**config.mk**
```make
export PLATFORM = sky130hd
export DESIGN_NAME = cfg_ext_fwd
export DESIGN_NICKNAME = d
export VERILOG_FILES = /design/src/rtl/cfg_ext_pkg.sv /design/src/rtl/cfg_ext_addr_map.sv /design/src/rtl/cfg_ext_regfile.sv /design/src/rtl/cfg_ext_timer.sv /design/src/rtl/cfg_ext_fwd.sv
export SDC_FILE = /design/constraint.sdc
export NUM_CORES = 1
export LEC_CHECK = 0
export BUFFER_PORTS_ARGS = -buffer_cell sky130_fd_sc_hd__buf_2
export CELL_PAD_IN_SITES_DETAIL_PLACEMENT = 1
export CELL_PAD_IN_SITES_GLOBAL_PLACEMENT = 1
export CORE_MARGIN = 3
export CORE_UTILIZATION = 25
export CTS_CLUSTER_SIZE = 16
export DETAILED_ROUTE_END_ITERATION = 16
export GPL_TIMING_DRIVEN = 0
export PLACE_DENSITY = 0.53
export SYNTH_ARGS = -nofsm -noshare
export SYNTH_HDL_FRONTEND = slang
export SYNTH_SLANG_ARGS = --single-unit
export TNS_END_PERCENT = 5
```
**constraint.sdc**
```tcl
create_clock -name clk -period 3 [get_ports clk]
set_input_delay 0.6 -clock clk [delete_from_list [all_inputs] [get_ports clk]]
set_output_delay 0.6 -clock clk [all_outputs]
set_load 0.1 [all_outputs]
```
**src/rtl/cfg_ext_pkg.sv**
```systemverilog
package cfg_ext_pkg;

    localparam int DW_ADDR_W    = 10;
    localparam int FN_W         = 8;
    localparam int DATA_W       = 32;
    localparam int BE_W         = DATA_W / 8;
    localparam int PCI_SPACE_DW = 64;
    localparam int STATUS_W     = 3;

    localparam logic [STATUS_W-1:0] CPL_SC = 3'b000;

    typedef enum logic [2:0] {
        S_IDLE,
        S_INT_ACCESS,
        S_EXT_WRITE,
        S_EXT_READ,
        S_WAIT_DATA,
        S_SEND_CPL
    } fwd_state_e;

    typedef struct packed {
        logic                 write;
        logic                 vf;
        logic [FN_W-1:0]      fn;
        logic [DW_ADDR_W-1:0] addr;
        logic [BE_W-1:0]      be;
        logic [DATA_W-1:0]    wdata;
    } cfg_req_t;

endpackage

```
**src/rtl/cfg_ext_addr_map.sv**
```systemverilog
module cfg_ext_addr_map
    import cfg_ext_pkg::*;
#(
    parameter int PCI_INT_DW = 16,
    parameter int EXT_INT_DW = 8,
    parameter int IDX_W      = 5
) (
    input  logic [DW_ADDR_W-1:0] addr,
    output logic                 hit,
    output logic [IDX_W-1:0]     idx
);

    localparam int EXT_HI_DW = PCI_SPACE_DW + EXT_INT_DW;

    logic in_pci;
    logic in_ext;

    assign in_pci = int'(addr) < PCI_INT_DW;

    if (EXT_INT_DW > 0) begin : g_ext_window
        assign in_ext = (int'(addr) >= PCI_SPACE_DW) && (int'(addr) < EXT_HI_DW);
    end else begin : g_no_ext_window
        assign in_ext = 1'b0;
    end

    assign hit = in_pci || in_ext;

    always_comb begin
        if (in_pci) begin
            idx = IDX_W'(int'(addr));
        end else if (in_ext) begin
            idx = IDX_W'(int'(addr) - PCI_SPACE_DW + PCI_INT_DW);
        end else begin
            idx = '0;
        end
    end

endmodule

```
**src/rtl/cfg_ext_regfile.sv**
```systemverilog
module cfg_ext_regfile
    import cfg_ext_pkg::*;
#(
    parameter int         DEPTH       = 24,
    parameter int         IDX_W       = 5,
    parameter int         PCI_PTR_IDX = 13,
    parameter int         EXT_PTR_IDX = 18,
    parameter logic [7:0]  PF_PCI_NEXT = 8'h80,
    parameter logic [7:0]  VF_PCI_NEXT = 8'hA0,
    parameter logic [11:0] PF_EXT_NEXT = 12'h200,
    parameter logic [11:0] VF_EXT_NEXT = 12'h300
) (
    input  logic              clk,
    input  logic              rst_n,
    input  logic              wr_en,
    input  logic [IDX_W-1:0]  idx,
    input  logic [BE_W-1:0]   be,
    input  logic [DATA_W-1:0] wdata,
    input  logic              vf,
    output logic [DATA_W-1:0] rdata
);

    logic [DATA_W-1:0] raw_word;

    for (genvar b = 0; b < BE_W; b++) begin : g_lane
        logic [7:0] lane_mem [DEPTH];

        always_ff @(posedge clk or negedge rst_n) begin
            if (!rst_n) begin
                for (int i = 0; i < DEPTH; i++) begin
                    lane_mem[i] <= '0;
                end
            end else if (wr_en && be[b]) begin
                lane_mem[idx] <= wdata[8*b +: 8];
            end
        end

        assign raw_word[8*b +: 8] = lane_mem[idx];
    end

    always_comb begin
        rdata = raw_word;
        if (idx == IDX_W'(PCI_PTR_IDX)) begin
            rdata[15:8] = vf ? VF_PCI_NEXT : PF_PCI_NEXT;
        end
        if (idx == IDX_W'(EXT_PTR_IDX)) begin
            rdata[31:20] = vf ? VF_EXT_NEXT : PF_EXT_NEXT;
        end
    end

    // the controller only writes inside the storage range
    a_r2_write_in_range: assert property (@(posedge clk) disable iff (!rst_n)
        wr_en |-> (int'(idx) < DEPTH));

endmodule

```
**src/rtl/cfg_ext_timer.sv**
```systemverilog
module cfg_ext_timer #(
    parameter int LIMIT = 16
) (
    input  logic clk,
    input  logic rst_n,
    input  logic run,
    output logic expired
);

    localparam int CW = $clog2(LIMIT + 1);

    logic [CW-1:0] cnt_q;

    assign expired = run && (cnt_q == CW'(LIMIT - 1));

    always_ff @(posedge clk or negedge rst_n) begin
        if (!rst_n) begin
            cnt_q <= '0;
        end else if (!run) begin
            cnt_q <= '0;
        end else if (!expired) begin
            cnt_q <= cnt_q + 1'b1;
        end
    end

    // the wait counter never passes its limit
    a_r7_count_bounded: assert property (@(posedge clk) disable iff (!rst_n)
        run |-> (cnt_q <= CW'(LIMIT - 1)));

endmodule

```
**src/rtl/cfg_ext_fwd.sv**
```systemverilog
module cfg_ext_fwd
    import cfg_ext_pkg::*;
#(
    parameter int          TMO_CYCLES       = 16,
    parameter int          PCI_INT_DW       = 16,
    parameter int          EXT_INT_DW       = 8,
    parameter int          PCI_LAST_CAP_DW  = 13,
    parameter int          EXT_LAST_CAP_DW  = 66,
    parameter logic [7:0]  PF_PCI_NEXT      = 8'h80,
    parameter logic [7:0]  VF_PCI_NEXT      = 8'hA0,
    parameter logic [11:0] PF_EXT_NEXT      = 12'h200,
    parameter logic [11:0] VF_EXT_NEXT      = 12'h300,
    parameter bit          ALT_INTERCEPT_EN = 1'b0
) (
    input  logic                 clk,
    input  logic                 rst_n,
    input  logic                 req_valid,
    output logic                 req_ready,
    input  logic                 req_write,
    input  logic                 req_vf,
    input  logic [FN_W-1:0]      req_fn,
    input  logic [DW_ADDR_W-1:0] req_addr,
    input  logic [BE_W-1:0]      req_be,
    input  logic [DATA_W-1:0]    req_wdata,
    output logic                 cpl_valid,
    input  logic                 cpl_ready,
    output logic [STATUS_W-1:0]  cpl_status,
    output logic [DATA_W-1:0]    cpl_data,
    output logic                 ext_valid,
    output logic                 ext_write,
    output logic                 ext_vf,
    output logic [FN_W-1:0]      ext_fn,
    output logic [DW_ADDR_W-1:0] ext_addr,
    output logic [BE_W-1:0]      ext_be,
    output logic [DATA_W-1:0]    ext_wdata,
    input  logic                 ext_rvalid,
    input  logic [DATA_W-1:0]    ext_rdata,
    output logic [7:0]           pf_pci_next,
    output logic [7:0]           vf_pci_next,
    output logic [11:0]          pf_ext_next,
    output logic [11:0]          vf_ext_next
);

    localparam int DEPTH       = PCI_INT_DW + EXT_INT_DW;
    localparam int IDX_W       = (DEPTH > 1) ? $clog2(DEPTH) : 1;
    localparam int PCI_PTR_IDX = PCI_LAST_CAP_DW;
    localparam int EXT_PTR_IDX = EXT_LAST_CAP_DW - PCI_SPACE_DW + PCI_INT_DW;

    if (ALT_INTERCEPT_EN) begin : g_param_clash
        $error("extension forwarding and the alternative intercept interface cannot both be enabled");
    end
    if (TMO_CYCLES < 1) begin : g_param_tmo
        $error("TMO_CYCLES must be at least 1");
    end

    fwd_state_e        state_q, state_d;
    cfg_req_t          held_q;
    logic [IDX_W-1:0]  idx_q;
    logic [IDX_W-1:0]  map_idx;
    logic              map_hit;
    logic [DATA_W-1:0] rf_word;
    logic [DATA_W-1:0] cpl_data_q;
    logic              tmo_hit;
    logic              rf_wr;
    logic              accept;

    cfg_ext_addr_map #(
        .PCI_INT_DW (PCI_INT_DW),
        .EXT_INT_DW (EXT_INT_DW),
        .IDX_W      (IDX_W)
    ) u_map (
        .addr (req_addr),
        .hit  (map_hit),
        .idx  (map_idx)
    );

    assign rf_wr = (state_q == S_INT_ACCESS) && held_q.write;

    cfg_ext_regfile #(
        .DEPTH       (DEPTH),
        .IDX_W       (IDX_W),
        .PCI_PTR_IDX (PCI_PTR_IDX),
        .EXT_PTR_IDX (EXT_PTR_IDX),
        .PF_PCI_NEXT (PF_PCI_NEXT),
        .VF_PCI_NEXT (VF_PCI_NEXT),
        .PF_EXT_NEXT (PF_EXT_NEXT),
        .VF_EXT_NEXT (VF_EXT_NEXT)
    ) u_regs (
        .clk   (clk),
        .rst_n (rst_n),
        .wr_en (rf_wr),
        .idx   (idx_q),
        .be    (held_q.be),
        .wdata (held_q.wdata),
        .vf    (held_q.vf),
        .rdata (rf_word)
    );

    cfg_ext_timer #(
        .LIMIT (TMO_CYCLES)
    ) u_timer (
        .clk     (clk),
        .rst_n   (rst_n),
        .run     (state_q == S_WAIT_DATA),
        .expired (tmo_hit)
    );

    assign accept = (state_q == S_IDLE) && req_valid;

    // next-state logic
    always_comb begin
        state_d = state_q;
        unique case (state_q)
            S_IDLE: begin
                if (req_valid) begin
                    if (map_hit)        state_d = S_INT_ACCESS;
                    else if (req_write) state_d = S_EXT_WRITE;
                    else                state_d = S_EXT_READ;
                end
            end
            S_INT_ACCESS: state_d = S_SEND_CPL;
            S_EXT_WRITE:  state_d = S_SEND_CPL;
            S_EXT_READ:   state_d = S_WAIT_DATA;
            S_WAIT_DATA: begin
                if (ext_rvalid || tmo_hit) state_d = S_SEND_CPL;
            end
            S_SEND_CPL: begin
                if (cpl_ready) state_d = S_IDLE;
            end
            default: state_d = S_IDLE;
        endcase
    end

    // state register
    always_ff @(posedge clk or negedge rst_n) begin
        if (!rst_n) state_q <= S_IDLE;
        else        state_q <= state_d;
    end

    // request capture and completion data
    always_ff @(posedge clk or negedge rst_n) begin
        if (!rst_n) begin
            held_q     <= '0;
            idx_q      <= '0;
            cpl_data_q <= '0;
        end else begin
            if (accept) begin
                held_q <= '{write: req_write, vf: req_vf, fn: req_fn, addr: req_addr,
                            be: req_be, wdata: req_wdata};
                idx_q  <= map_idx;
            end
            unique case (state_q)
                S_INT_ACCESS: cpl_data_q <= held_q.write ? '0 : rf_word;
                S_EXT_WRITE:  cpl_data_q <= '0;
                S_WAIT_DATA: begin
                    if (ext_rvalid)   cpl_data_q <= ext_rdata;
                    else if (tmo_hit) cpl_data_q <= '0;
                end
                default: ;
            endcase
        end
    end

    // outputs decoded from the state
    always_comb begin
        req_ready = 1'b0;
        cpl_valid = 1'b0;
        ext_valid = 1'b0;
        unique case (state_q)
            S_IDLE:      req_ready = 1'b1;
            S_EXT_WRITE: ext_valid = 1'b1;
            S_EXT_READ:  ext_valid = 1'b1;
            S_SEND_CPL:  cpl_valid = 1'b1;
            default: ;
        endcase
    end

    assign cpl_status  = CPL_SC;
    assign cpl_data    = cpl_data_q;
    assign ext_write   = held_q.write;
    assign ext_vf      = held_q.vf;
    assign ext_fn      = held_q.fn;
    assign ext_addr    = held_q.addr;
    assign ext_be      = held_q.be;
    assign ext_wdata   = held_q.wdata;
    assign pf_pci_next = PF_PCI_NEXT;
    assign vf_pci_next = VF_PCI_NEXT;
    assign pf_ext_next = PF_EXT_NEXT;
    assign vf_ext_next = VF_EXT_NEXT;

    // each forwarded request is a single-cycle pulse
    a_r4_single_pulse: assert property (@(posedge clk) disable iff (!rst_n)
        ext_valid |=> !ext_valid);

    // a posted write completes right after its pulse
    a_r5_posted_write: assert property (@(posedge clk) disable iff (!rst_n)
        (ext_valid && ext_write) |=> (cpl_valid && cpl_data == '0));

    // data returned in the window reaches the completion
    a_r6_data_returned: assert property (@(posedge clk) disable iff (!rst_n)
        (state_q == S_WAIT_DATA && ext_rvalid) |=> (cpl_valid && cpl_data == $past(ext_rdata)));

    // expiry yields a zero completion
    a_r7_zero_on_timeout: assert property (@(posedge clk) disable iff (!rst_n)
        (tmo_hit && !ext_rvalid) |=> (cpl_valid && cpl_data == '0));

    // after a read pulse no request is taken and no new pulse goes out
    a_r8_one_outstanding: assert property (@(posedge clk) disable iff (!rst_n)
        (ext_valid && !ext_write) |=> (!req_ready && !ext_valid));

    // stray read data leaves the completion data untouched
    a_r9_stray_ignored: assert property (@(posedge clk) disable iff (!rst_n)
        (ext_rvalid && (state_q == S_IDLE || state_q == S_SEND_CPL)) |=> $stable(cpl_data));

    // a stalled completion is held unchanged
    a_r10_cpl_hold: assert property (@(posedge clk) disable iff (!rst_n)
        (cpl_valid && !cpl_ready) |=> (cpl_valid && $stable(cpl_data) && $stable(cpl_status)));

endmodule

```
==> out/metrics.cfg, run 1 <==
[place]
port_buffers = 183
place.gp.congestion = 0.822
dp_hpwl_mm = 107

[setup_path]
startpoint_type = flip-flop
crit_buf_inv = 4
rr_worst_depth = 9
worstPathMaxFanout = 10
path_cells = buf_2, buf_2, nand4b_1, buf_4, buf_6, o22ai_1, a211oi_2, a31oi_1, a221o_1
rr_startpoint = idx_q[3]$_DFFE_PN0P_
r2r_slack_ps = 6
cpPeakStageDelay_ps = 470
cp_slowest_cell = dfrtp_1
cpMostUsedCell = buf_2
endpoint_kind = flip-flop
arrival_ps = 3590
worstSetupPathType = reg2reg
cp.required_ps = 3590
timing.rr.end = cpl_data[24]$_DFFE_PN0P_
critical_path.startpoint = idx_q[3]$_DFFE_PN0P_
path_delay_family = compound AO/OA/AOI/OAI gates

[worst_hold_path]
hp-start = req_wdata[8]
worstHoldPathType = in2reg
hold_end = ext_wdata[8]$_DFFE_PN0P_
holdPathStages = 3

[routing]
viasPerCell = 4.80
wl_per_cell_um = 27.5
drt-initial-drc-count = 1404
drc = 0
drtAntennaViolNets = 0
vias = 25800
first_pass_iters = 7
wl_mm = 148

[power]
pwr_density_cell_nw_per_um2 = 791
leakagePower_nw = 22.0
ir_drop_v = 0.000449

[yosys]
synth_edf_count = 0
synthCells = 2903
ys_seq_elements = 867
synth-main-ff-cell = dfrtp_1
ys_warn_count = 0
ys_seq_area_frac = 0.548
ys_async_sr_fraction = 1.00
synth_area_leader_cell = dfrtp_1
ys_top_cells_by_area = dfrtp_1 (55%), mux2_2 (21%), mux2i_1 (7.0%)
synth_cell_types = 64
avgSynthCellArea_um2 = 13.6
synth_top_cell_area_share = 0.548
synth_area_um2 = 39600

[floorplan]
core_area_um2 = 157000
ioPinCount = 227
start_util = 0.252
die_w_um = 404
fp.dieH_um = 404
rows = 145
fp.dieArea_um2 = 163000

[finish]
utilization = 0.302
nets = 3336
drive_gt1_frac = 0.436
n_fill_cell = 16800
area_delta_synth_final_pct = 19.6

[clocking]
clock-sinks = 867
cts-htree-levels = 3
cts_tree = yes
cts_buffers = 102
path_clk_slew_ps = 60
clkLatencyLatePin_ps = 720
clock-root-buffer = clkbuf_16
cts_buffer_depth = 3

[global_routing]
grt_max_degree = 109
grt_pass1_vias = 27700
grt_pass1_wl_mm = 212
antenna_found_initial = 12
grt-ovfl-total = 0
grtUsageTotal = 0.180

[outcome]
outcome = completed

[timing]
finalCriticalPeriod_ps = 2990
relSlewSlack = 0.150
rsz0062_at_grt = yes
setup-violations-final = 0
period_share = 0.998
worst_slew_pin_slew_ps = 1280
hold_violations = 0
fin_hold_ws_ps = 70.4
finClkSkew_ps = 39.9
max_freq_mhz = 334
slew_viol_final = 0

[flow_run]
drv_cap = 0

[worst max-delay path by stage]
stage                                                 to  depth (start not counted)  slack (ps)
3_3_place_gp   u_regs.g_lane[1].lane_mem[14]$_DFFE_PN0P_                          1      -18980
4_1_cts                         cpl_data[17]$_DFFE_PN0P_                          8        -220
5_1_grt                          cpl_data[6]$_DFFE_PN0P_                          7         -50
3_5_place_dp                    cpl_data[17]$_DFFE_PN0P_                          7        -880
2_1_floorplan                      ext_write$_DFFE_PN0P_                          8         280
6_report                        cpl_data[24]$_DFFE_PN0P_                          9           6
[metrics by stage]
stage / worst slack [ps] / instances / area (um^2) / power [mW] / setup TNS, ps
floorplan: 276 / 2944 / 39700 / 20.4 / 0
global placement: -18980 / 5185 / 43200 / 24.6 / -
detailed placement: -877 / 5195 / 43500 / 24.8 / -15210
CTS: -224 / 5376 / 47200 / 38.0 / -593
global route: -52.0 / 5376 / 47300 / 39.0 / -140
finish: 6.11 / 5379 / 47300 / 37.4 / 0
[cell type report]
class,instances,area (um^2),area share
Multi-Input combinational cell,1843,17100,0.360
Antenna cell,3,7.51,0.000159
Clock inverter,27,377,0.00796
Inverter,3,11.3,0.000238
Clock buffer,154,3060,0.0647
Sequential cell,867,21700,0.458
Timing Repair Buffer,196,1210,0.0257
Buffer,228,1340,0.0283
Tap cell,2058,2570,0.0544
[cells in the final DEF (no fill, tap or decap), types with 30 or more instances in the layout]
cell / count
mux4_2: 51
dfrtp_1: 865
conb_1: 43
nand2_2: 78
mux2i_1: 275
o22ai_1: 106
clkbuf_16: 104
buf_2: 212
a22oi_1: 30
mux2_1: 30
clkbuf_1: 103
mux2_2: 742
buf_4: 93
nand2_1: 231
[cell usage after synthesis, types with 10 or more instances]
| cell | number |
|---|---|
| dfrtp_1 | 867 |
| mux2_2 | 742 |
| mux2i_1 | 275 |
| nand2_1 | 232 |
| o22ai_1 | 107 |
| clkbuf_1 | 97 |
| nand2_2 | 77 |
| buf_4 | 71 |
| buf_2 | 56 |
| mux4_2 | 51 |
| a22oi_1 | 30 |
| mux2_1 | 30 |
| a21oi_1 | 25 |
| a221o_1 | 23 |
| nand3_1 | 20 |
| a31oi_1 | 18 |
| nor2_1 | 18 |
| nor3_1 | 16 |
| a211oi_1 | 15 |
| nor2_2 | 10 |
| o21ai_0 | 10 |
[what timing repair did]
item | CTS | global route
endpoints found under the hold margin | 44 | 0
setup endpoints to repair | 62 | 33
gates cloned | 0 | 0
resized for setup | 74 | 30
pin swaps | 1 | 2
hold buffers | 1 | 0
setup buffers | 2 | 0
[power breakdown]
part / internal [mW] / leakage [nW] / switching (mW)
logic: 2.21 / 8.30 / 8.83
clock network: 7.68 / 1.69 / 5.24
registers: 12.5 / 12.0 / 1.02
total: 22.4 / 22.0 / 15.1
[layer usage]
metal	vias to the layer above	GRT usage	share of wire
met5	-	0	0.000061
met4	2	0.0635	0.035
met3	204	0.0300	0.049
met2	575	0.287	0.46
met1	13900	0.247	0.46
li1	11200	-	-
[worst reg2reg max path: stages, from the launching register on]
cell and delay, ps:
dfrtp_1 470, buf_2 230, buf_2 270, nand4b_1 210, buf_4 290, buf_6 260, o22ai_1 140, a211oi_2 470
a31oi_1 230, a221o_1 290
[sequential cells by signal (all words and copies together) (netlist names)]
signal                  cells
ext_vf                      1
ext_addr                   10
state_q                     3
cpl_data                   32
u_regs.g_lane.lane_mem    766
u_timer.cnt_q               5
ext_wdata                  32
idx_q                       5
ext_write                   1
ext_fn                      8
ext_be                      4
[logic make-up after synthesis]
kind of cell / synth area share
compound gates: 0.0413
xor+xnor: 0.000885
fa+ha+maj: 0.000632
buf+inv: 0.0315
flops: 0.548
mux: 0.318
other cells: 0.000190
simple gates: 0.0591
Note: power is estimated with default switching activity, not from simulation.
==> run 2: changes to the inputs <==
--- a/config.mk
+++ b/config.mk
@@ -14,6 +14,7 @@
 export DETAILED_ROUTE_END_ITERATION = 16
 export GPL_TIMING_DRIVEN = 0
 export PLACE_DENSITY = 0.53
+export RECOVER_POWER = 25
 export SYNTH_ARGS = -nofsm -noshare
 export SYNTH_HDL_FRONTEND = slang
 export SYNTH_SLANG_ARGS = --single-unit
==> run 2 against run 1 <==
  * The run now ends with max-capacitance violations, max-slew violations, negative setup slack left
  * Sequential power about the same
  * Critical path depth unchanged
  * Global-route usage unchanged
  * Largest cell class unchanged
  * Combinational power about the same
  * Sequential share of layout area up 0.053 points
  * Worst setup slack worse by 8.9 ps
  * Total power about the same
  * Non-clock buffer count unchanged
  * Clock-buffer cell count unchanged
  * Cell count unchanged
  * Worst hold slack worse by 0.56 ps
  * First-iteration DRC count up 4.1%
==> out/metrics.cfg, run 2 (synthesized netlist as in run 1, its figures left out) <==
[timing]
relSlewSlack = -0.0835
slew_viol_final = 208
period_share = 1.00
max_freq_mhz = 333
worst_slew_pin_slew_ps = 1630
fin_hold_ws_ps = 69.9
hold_violations = 0
finalSetupTns_ps = -2.84
finalCriticalPeriod_ps = 3000
finClkSkew_ps = 41.0
rsz0062_at_grt = yes
setup-violations-final = 1
worst_slack_ps = -2.84

[finish]
final_cell_area_um2 = 47300
nets = 3336
area_delta_synth_final_pct = 19.5
top_register = u_regs.g_lane.lane_mem
multi_input_area_um2 = 17100
regArea_um2 = 21700
largest_reg_flops = 766
final_common_cell = dfrtp_1
drive_gt1_frac = 0.435
n_fill_cell = 16800
final_cell_mix = dfrtp_1 (865), mux2_2 (742), mux2i_1 (275), nand2_1 (231), buf_2 (211)
utilization = 0.302

[floorplan]
fp.dieArea_um2 = 163000
die_w_um = 404
start_util = 0.252
rows = 145
fp.dieH_um = 404
ioPinCount = 227
core_area_um2 = 157000

[flow_run]
drv_cap = 2

[routing]
drtAntennaViolNets = 0
first_pass_iters = 7
drt-initial-drc-count = 1462
wl_mm = 148
wl_per_cell_um = 27.6
vias = 25900
viasPerCell = 4.82
drc = 0

[setup_path]
cpPeakStageDelay_ps = 480
cp_slowest_cell = dfrtp_1
endpoint_kind = flip-flop
cp.required_ps = 3590
r2r_slack_ps = -3
timing.rr.end = cpl_data[24]$_DFFE_PN0P_
path_delay_family = compound AO/OA/AOI/OAI gates
cpMostUsedCell = buf_2
arrival_ps = 3590
worstSetupPathType = reg2reg
path_cells = buf_2, buf_2, nand4b_1, buf_4, buf_6, o22ai_1, a211oi_2, a31oi_1, a221o_1
rr_startpoint = idx_q[3]$_DFFE_PN0P_
rr_worst_depth = 9
crit_buf_inv = 4
worstPathMaxFanout = 10
startpoint_type = flip-flop

[power]
combPwrFrac = 0.295
ir_drop_v = 0.000449
p_sw_mw = 15.1
p_int_mw = 22.4
pwr_density_cell_nw_per_um2 = 792
leakagePower_nw = 21.9
switching_share = 0.403
fin_total_pwr_mw = 37.4
pwr-share-clk = 0.345
pwr-share-seq = 0.360

[global_routing]
grt_pass1_vias = 27700
antenna_found_initial = 12
grt-ovfl-total = 0
grt_max_degree = 109
grtUsageTotal = 0.180
grt_pass1_wl_mm = 212

[place]
place.gp.congestion = 0.822
port_buffers = 183
dp_hpwl_mm = 107
dpl_cell_area_um2 = 43500

[clocking]
clock-root-buffer = clkbuf_16
clkLatencyLatePin_ps = 720
cts_tree = yes
cts_buffers = 102
cts-htree-levels = 3
clock-sinks = 867
cts_buffer_depth = 3
path_clk_slew_ps = 60

[worst_hold_path]
hold_end = ext_wdata[8]$_DFFE_PN0P_
holdPathStages = 3
hp-start = req_wdata[8]
worstHoldPathType = in2reg

[outcome]
outcome = finished, violations left
violations = max-capacitance violations, max-slew violations, negative setup slack

-- run 2: cell types whose count changed in the layout (fill, tap and decap cells not counted), sizes merged --
cell,change
buf,-3
clkbuf,+3
-- run 2: area by class of cell --
cell class / count / area share
timing repair buffer: 196 / 0.0246
tap: 2058 / 0.0545
clock buffer: 154 / 0.0647
clock inverter: 27 / 0.00797
buffer: 228 / 0.0283
multi-input combinational: 1843 / 0.361
sequential: 867 / 0.459
antenna: 3 / 0.000159
inverter: 3 / 0.000238
-- run 2: worst reg2reg max path: cells and delay by family, from the launching register on --
kind / cells / cell delay [ps]
AND/OR/NAND/NOR: 1 / 210
AO/OA/AOI/OAI: 4 / 1130
flip-flops: 1 / 480
buffers and inverters: 4 / 1060
-- run 2: timing repair --
item	4_1_cts	5_1_grt
pin swaps	1	2
hold buffers	1	0
hold endpoints to repair	44	0
resized for setup	74	30
endpoints found under the setup margin	62	33
cloned	0	0
buffers inserted	2	0
-- run 2: worst max path at each step --
stage | startpoint | to | cells after the start
after floorplan | state_q[0]$_DFFE_PN0P_ | ext_write$_DFFE_PN0P_ | 8
after global placement | rst_n | u_regs.g_lane[1].lane_mem[14]$_DFFE_PN0P_ | 1
after detailed placement | idx_q[0]$_DFFE_PN0P_ | cpl_data[17]$_DFFE_PN0P_ | 7
after CTS | idx_q[1]$_DFFE_PN0P_ | cpl_data[17]$_DFFE_PN0P_ | 8
after global routing | rst_n | u_regs.g_lane[2].lane_mem[12]$_DFFE_PN0P_ | 4
final | idx_q[3]$_DFFE_PN0P_ | cpl_data[24]$_DFFE_PN0P_ | 9
-- run 2: power by group through the flow --
stage / Clock (mW) / Sequential, mW / Combinational, mW
3_5_place_dp: 0 / 13.7 / 11.0
2_1_floorplan: 0 / 16.7 / 3.75
3_3_place_gp: 0 / 13.7 / 10.9
6_report: 12.9 / 13.5 / 11.0
5_1_grt: 13.7 / 13.6 / 11.7
4_1_cts: 13.3 / 13.5 / 11.2
-- run 2: through the flow --
step                      std cells  worst slack, ps
after detailed placement       5195             -877
after floorplan                2944              276
after global placement         5185           -18980
after CTS                      5376             -224
after global routing           5376            -52.0
final                          5379            -2.84
-- run 2: layer usage --
layer | track usage | part of all wire | vias to the layer above
li1 | - | - | 11200
met1 | 0.247 | 0.46 | 14000
met2 | 0.287 | 0.46 | 582
met3 | 0.0300 | 0.048 | 198
met4 | 0.0635 | 0.034 | 2
met5 | 0 | 0.000061 | -
==> run 3: changes to the inputs <==
--- a/config.mk
+++ b/config.mk
@@ -13,7 +13,7 @@
 export CTS_CLUSTER_SIZE = 16
 export DETAILED_ROUTE_END_ITERATION = 16
 export GPL_TIMING_DRIVEN = 0
-export PLACE_DENSITY = 0.53
+export PLACE_DENSITY = 0.48
 export RECOVER_POWER = 25
 export SYNTH_ARGS = -nofsm -noshare
 export SYNTH_HDL_FRONTEND = slang
==> run 3 against run 2 <==
  * Sequential power is essentially flat
  * Highest routed layer is now met4
  * Critical path type unchanged
  * The run still ends with max-capacitance violations, max-slew violations, negative setup slack left
  * Critical endpoint is now u_regs.g_lane[2].lane_mem[109]$_DFFE_PN0P_
  * Cell count is 0.73% higher
  * Routed wire length increased by 2.6%
==> out/metrics.cfg, run 3 (synthesized netlist as in run 1, its figures left out) <==
[floorplan]
start_util = 0.252
fp.dieH_um = 404
rows = 145
ioPinCount = 227
core_area_um2 = 157000
die_w_um = 404
fp.dieArea_um2 = 163000

[timing]
fin_hold_ws_ps = 75.4
finClkSkew_ps = 58.0
hold_violations = 0
rsz0062_at_grt = yes
worst_slack_ps = -84.3
worst_slew_pin_slew_ps = 1620
period_share = 1.03
setup-violations-final = 13
relSlewSlack = -0.0804
slew_viol_final = 111
max_freq_mhz = 324
finalCriticalPeriod_ps = 3080

[finish]
final_cell_mix = dfrtp_1 (866), mux2_2 (742), mux2i_1 (275), nand2_1 (231), buf_2 (213)
drive_gt1_frac = 0.431
top_register = u_regs.g_lane.lane_mem
utilization = 0.304
multi_input_area_um2 = 17100
diodes = 0
final_common_cell = dfrtp_1
n_fill_cell = 16800
regArea_um2 = 21700
largest_reg_flops = 766
area_delta_synth_final_pct = 20.4
nets = 3379

[place]
dpl_worst_slack_ps = -1020
place.gp.congestion = 0.812
dp_hpwl_mm = 110
port_buffers = 183

[worst_hold_path]
holdPathStages = 3
hold_end = ext_wdata[31]$_DFFE_PN0P_
hp-start = req_wdata[31]
worstHoldPathType = in2reg

[routing]
wl_mm = 152
drtAntennaViolNets = 0
first_pass_iters = 5
vias = 26000
viasPerCell = 4.81
drc = 0
wl_per_cell_um = 28.1
drt-initial-drc-count = 1351

[clocking]
cts_buffer_depth = 3
path_clk_slew_ps = 60
clock-root-buffer = clkbuf_16
clock-sinks = 867
cts_tree = yes
cts-htree-levels = 3
clkLatencyLatePin_ps = 770
cts_buffers = 105

[global_routing]
busiest_layer = met2
use_met2 = 0.294
grt-ovfl-total = 0
grt_pass1_wl_mm = 215
gr-usage-met1 = 0.259
grt_pass1_vias = 27600
grtUsageTotal = 0.185
grt_max_degree = 111
antenna_found_initial = 7
use_met3 = 0.0261

[setup_path]
r2r_slack_ps = -80
worstPathMaxFanout = 10
rr_worst_depth = 6
startpoint_type = flip-flop
worstSetupPathType = reg2reg
endpoint_kind = flip-flop
arrival_ps = 3730
rr_startpoint = idx_q[3]$_DFFE_PN0P_
timing.rr.end = u_regs.g_lane[2].lane_mem[109]$_DFFE_PN0P_
cp.required_ps = 3650

[power]
p_sw_mw = 15.3
pwr-share-clk = 0.340
ir_drop_v = 0.000580
fin_total_pwr_mw = 37.3
pwr-share-seq = 0.361
p_int_mw = 22.0
pwr_density_cell_nw_per_um2 = 782
switching_share = 0.410
combPwrFrac = 0.299
leakagePower_nw = 22.1

[outcome]
outcome = finished, violations left
violations = max-capacitance violations, max-slew violations, negative setup slack

[flow_run]
drv_cap = 1

[run 3: cell count changes in the layout (fill, tap and decap cells not counted), moves of 3 or more]
cell,change
clkbuf_8,-5
clkinv_16,+3
bufinv_16,-5
a31oi_1,-4
a31oi_2,+4
clkbuf_2,+6
buf_6,+3
dlygate4sd3_1,+38
clkbuf_1,+3
diode_2,-3
buf_4,-4
[run 3: layout make-up]
class                   count  share of cell area
flip-flops and latches    867               0.455
multi-input cells        1843               0.358
clock buffers             158              0.0639
well taps                2058              0.0540
repair buffers            236              0.0327
plain buffers             228              0.0284
clock inverters            25             0.00701
inverters                   3            0.000236
[run 3: metrics by stage]
step	std cells	cell area, um^2	setup TNS (ps)
after floorplan	2944	39700	0
after global placement	5185	43200	-
after detailed placement	5196	43600	-18440
after CTS	5418	47600	-130
after global routing	5418	47700	-959
final	5418	47700	-707
[run 3: power groups by stage]
stage / sequential [mW] / clock (mW) / combinational (mW)
after floorplan: 16.7 / 0 / 3.75
after global placement: 13.7 / 0 / 11.0
after detailed placement: 13.7 / 0 / 11.2
after CTS: 13.5 / 13.1 / 11.3
after global routing: 13.6 / 13.6 / 11.7
final: 13.5 / 12.7 / 11.1
[run 3: repair_timing]
item                                   CTS  global route
buffers inserted                         3             0
endpoints found under the hold margin   96             0
hold buffers                            39             0
setup endpoints to repair               65            45
pin swaps                                1             2
gates resized for setup                 90            21
[run 3: worst max path at each step]
| stage | startpoint | to | slack [ps] | cells past startpoint |
|---|---|---|---|---|
| finish | idx_q[3]$_DFFE_PN0P_ | u_regs.g_lane[2].lane_mem[109]$_DFFE_PN0P_ | -80 | 6 |
| global route | idx_q[3]$_DFFE_PN0P_ | u_regs.g_lane[2].lane_mem[109]$_DFFE_PN0P_ | -80 | 6 |
| CTS | idx_q[1]$_DFFE_PN0P_ | cpl_data[9]$_DFFE_PN0P_ | -130 | 8 |
| detailed placement | idx_q[2]$_DFFE_PN0P_ | cpl_data[17]$_DFFE_PN0P_ | -1020 | 7 |
| global placement | rst_n | u_regs.g_lane[1].lane_mem[52]$_DFFE_PN0P_ | -19510 | 1 |
| floorplan | state_q[0]$_DFFE_PN0P_ | ext_write$_DFFE_PN0P_ | 280 | 8 |
[run 3: per-layer routing]
layer	vias up	wire length, um	part of all wire
met1	14000	72100	0.47
li1	11300	-	-
met5	-	0	0
met3	176	5710	0.038
met2	534	69900	0.46
met4	0	4490	0.030
[run 3: critical path: stages, from the launching register on]
cell	delay (ps)
dfrtp_1	520
buf_2	250
nor2b_1	400
nand2b_1	230
nor2_1	530
nand2_1	580
mux2_2	450
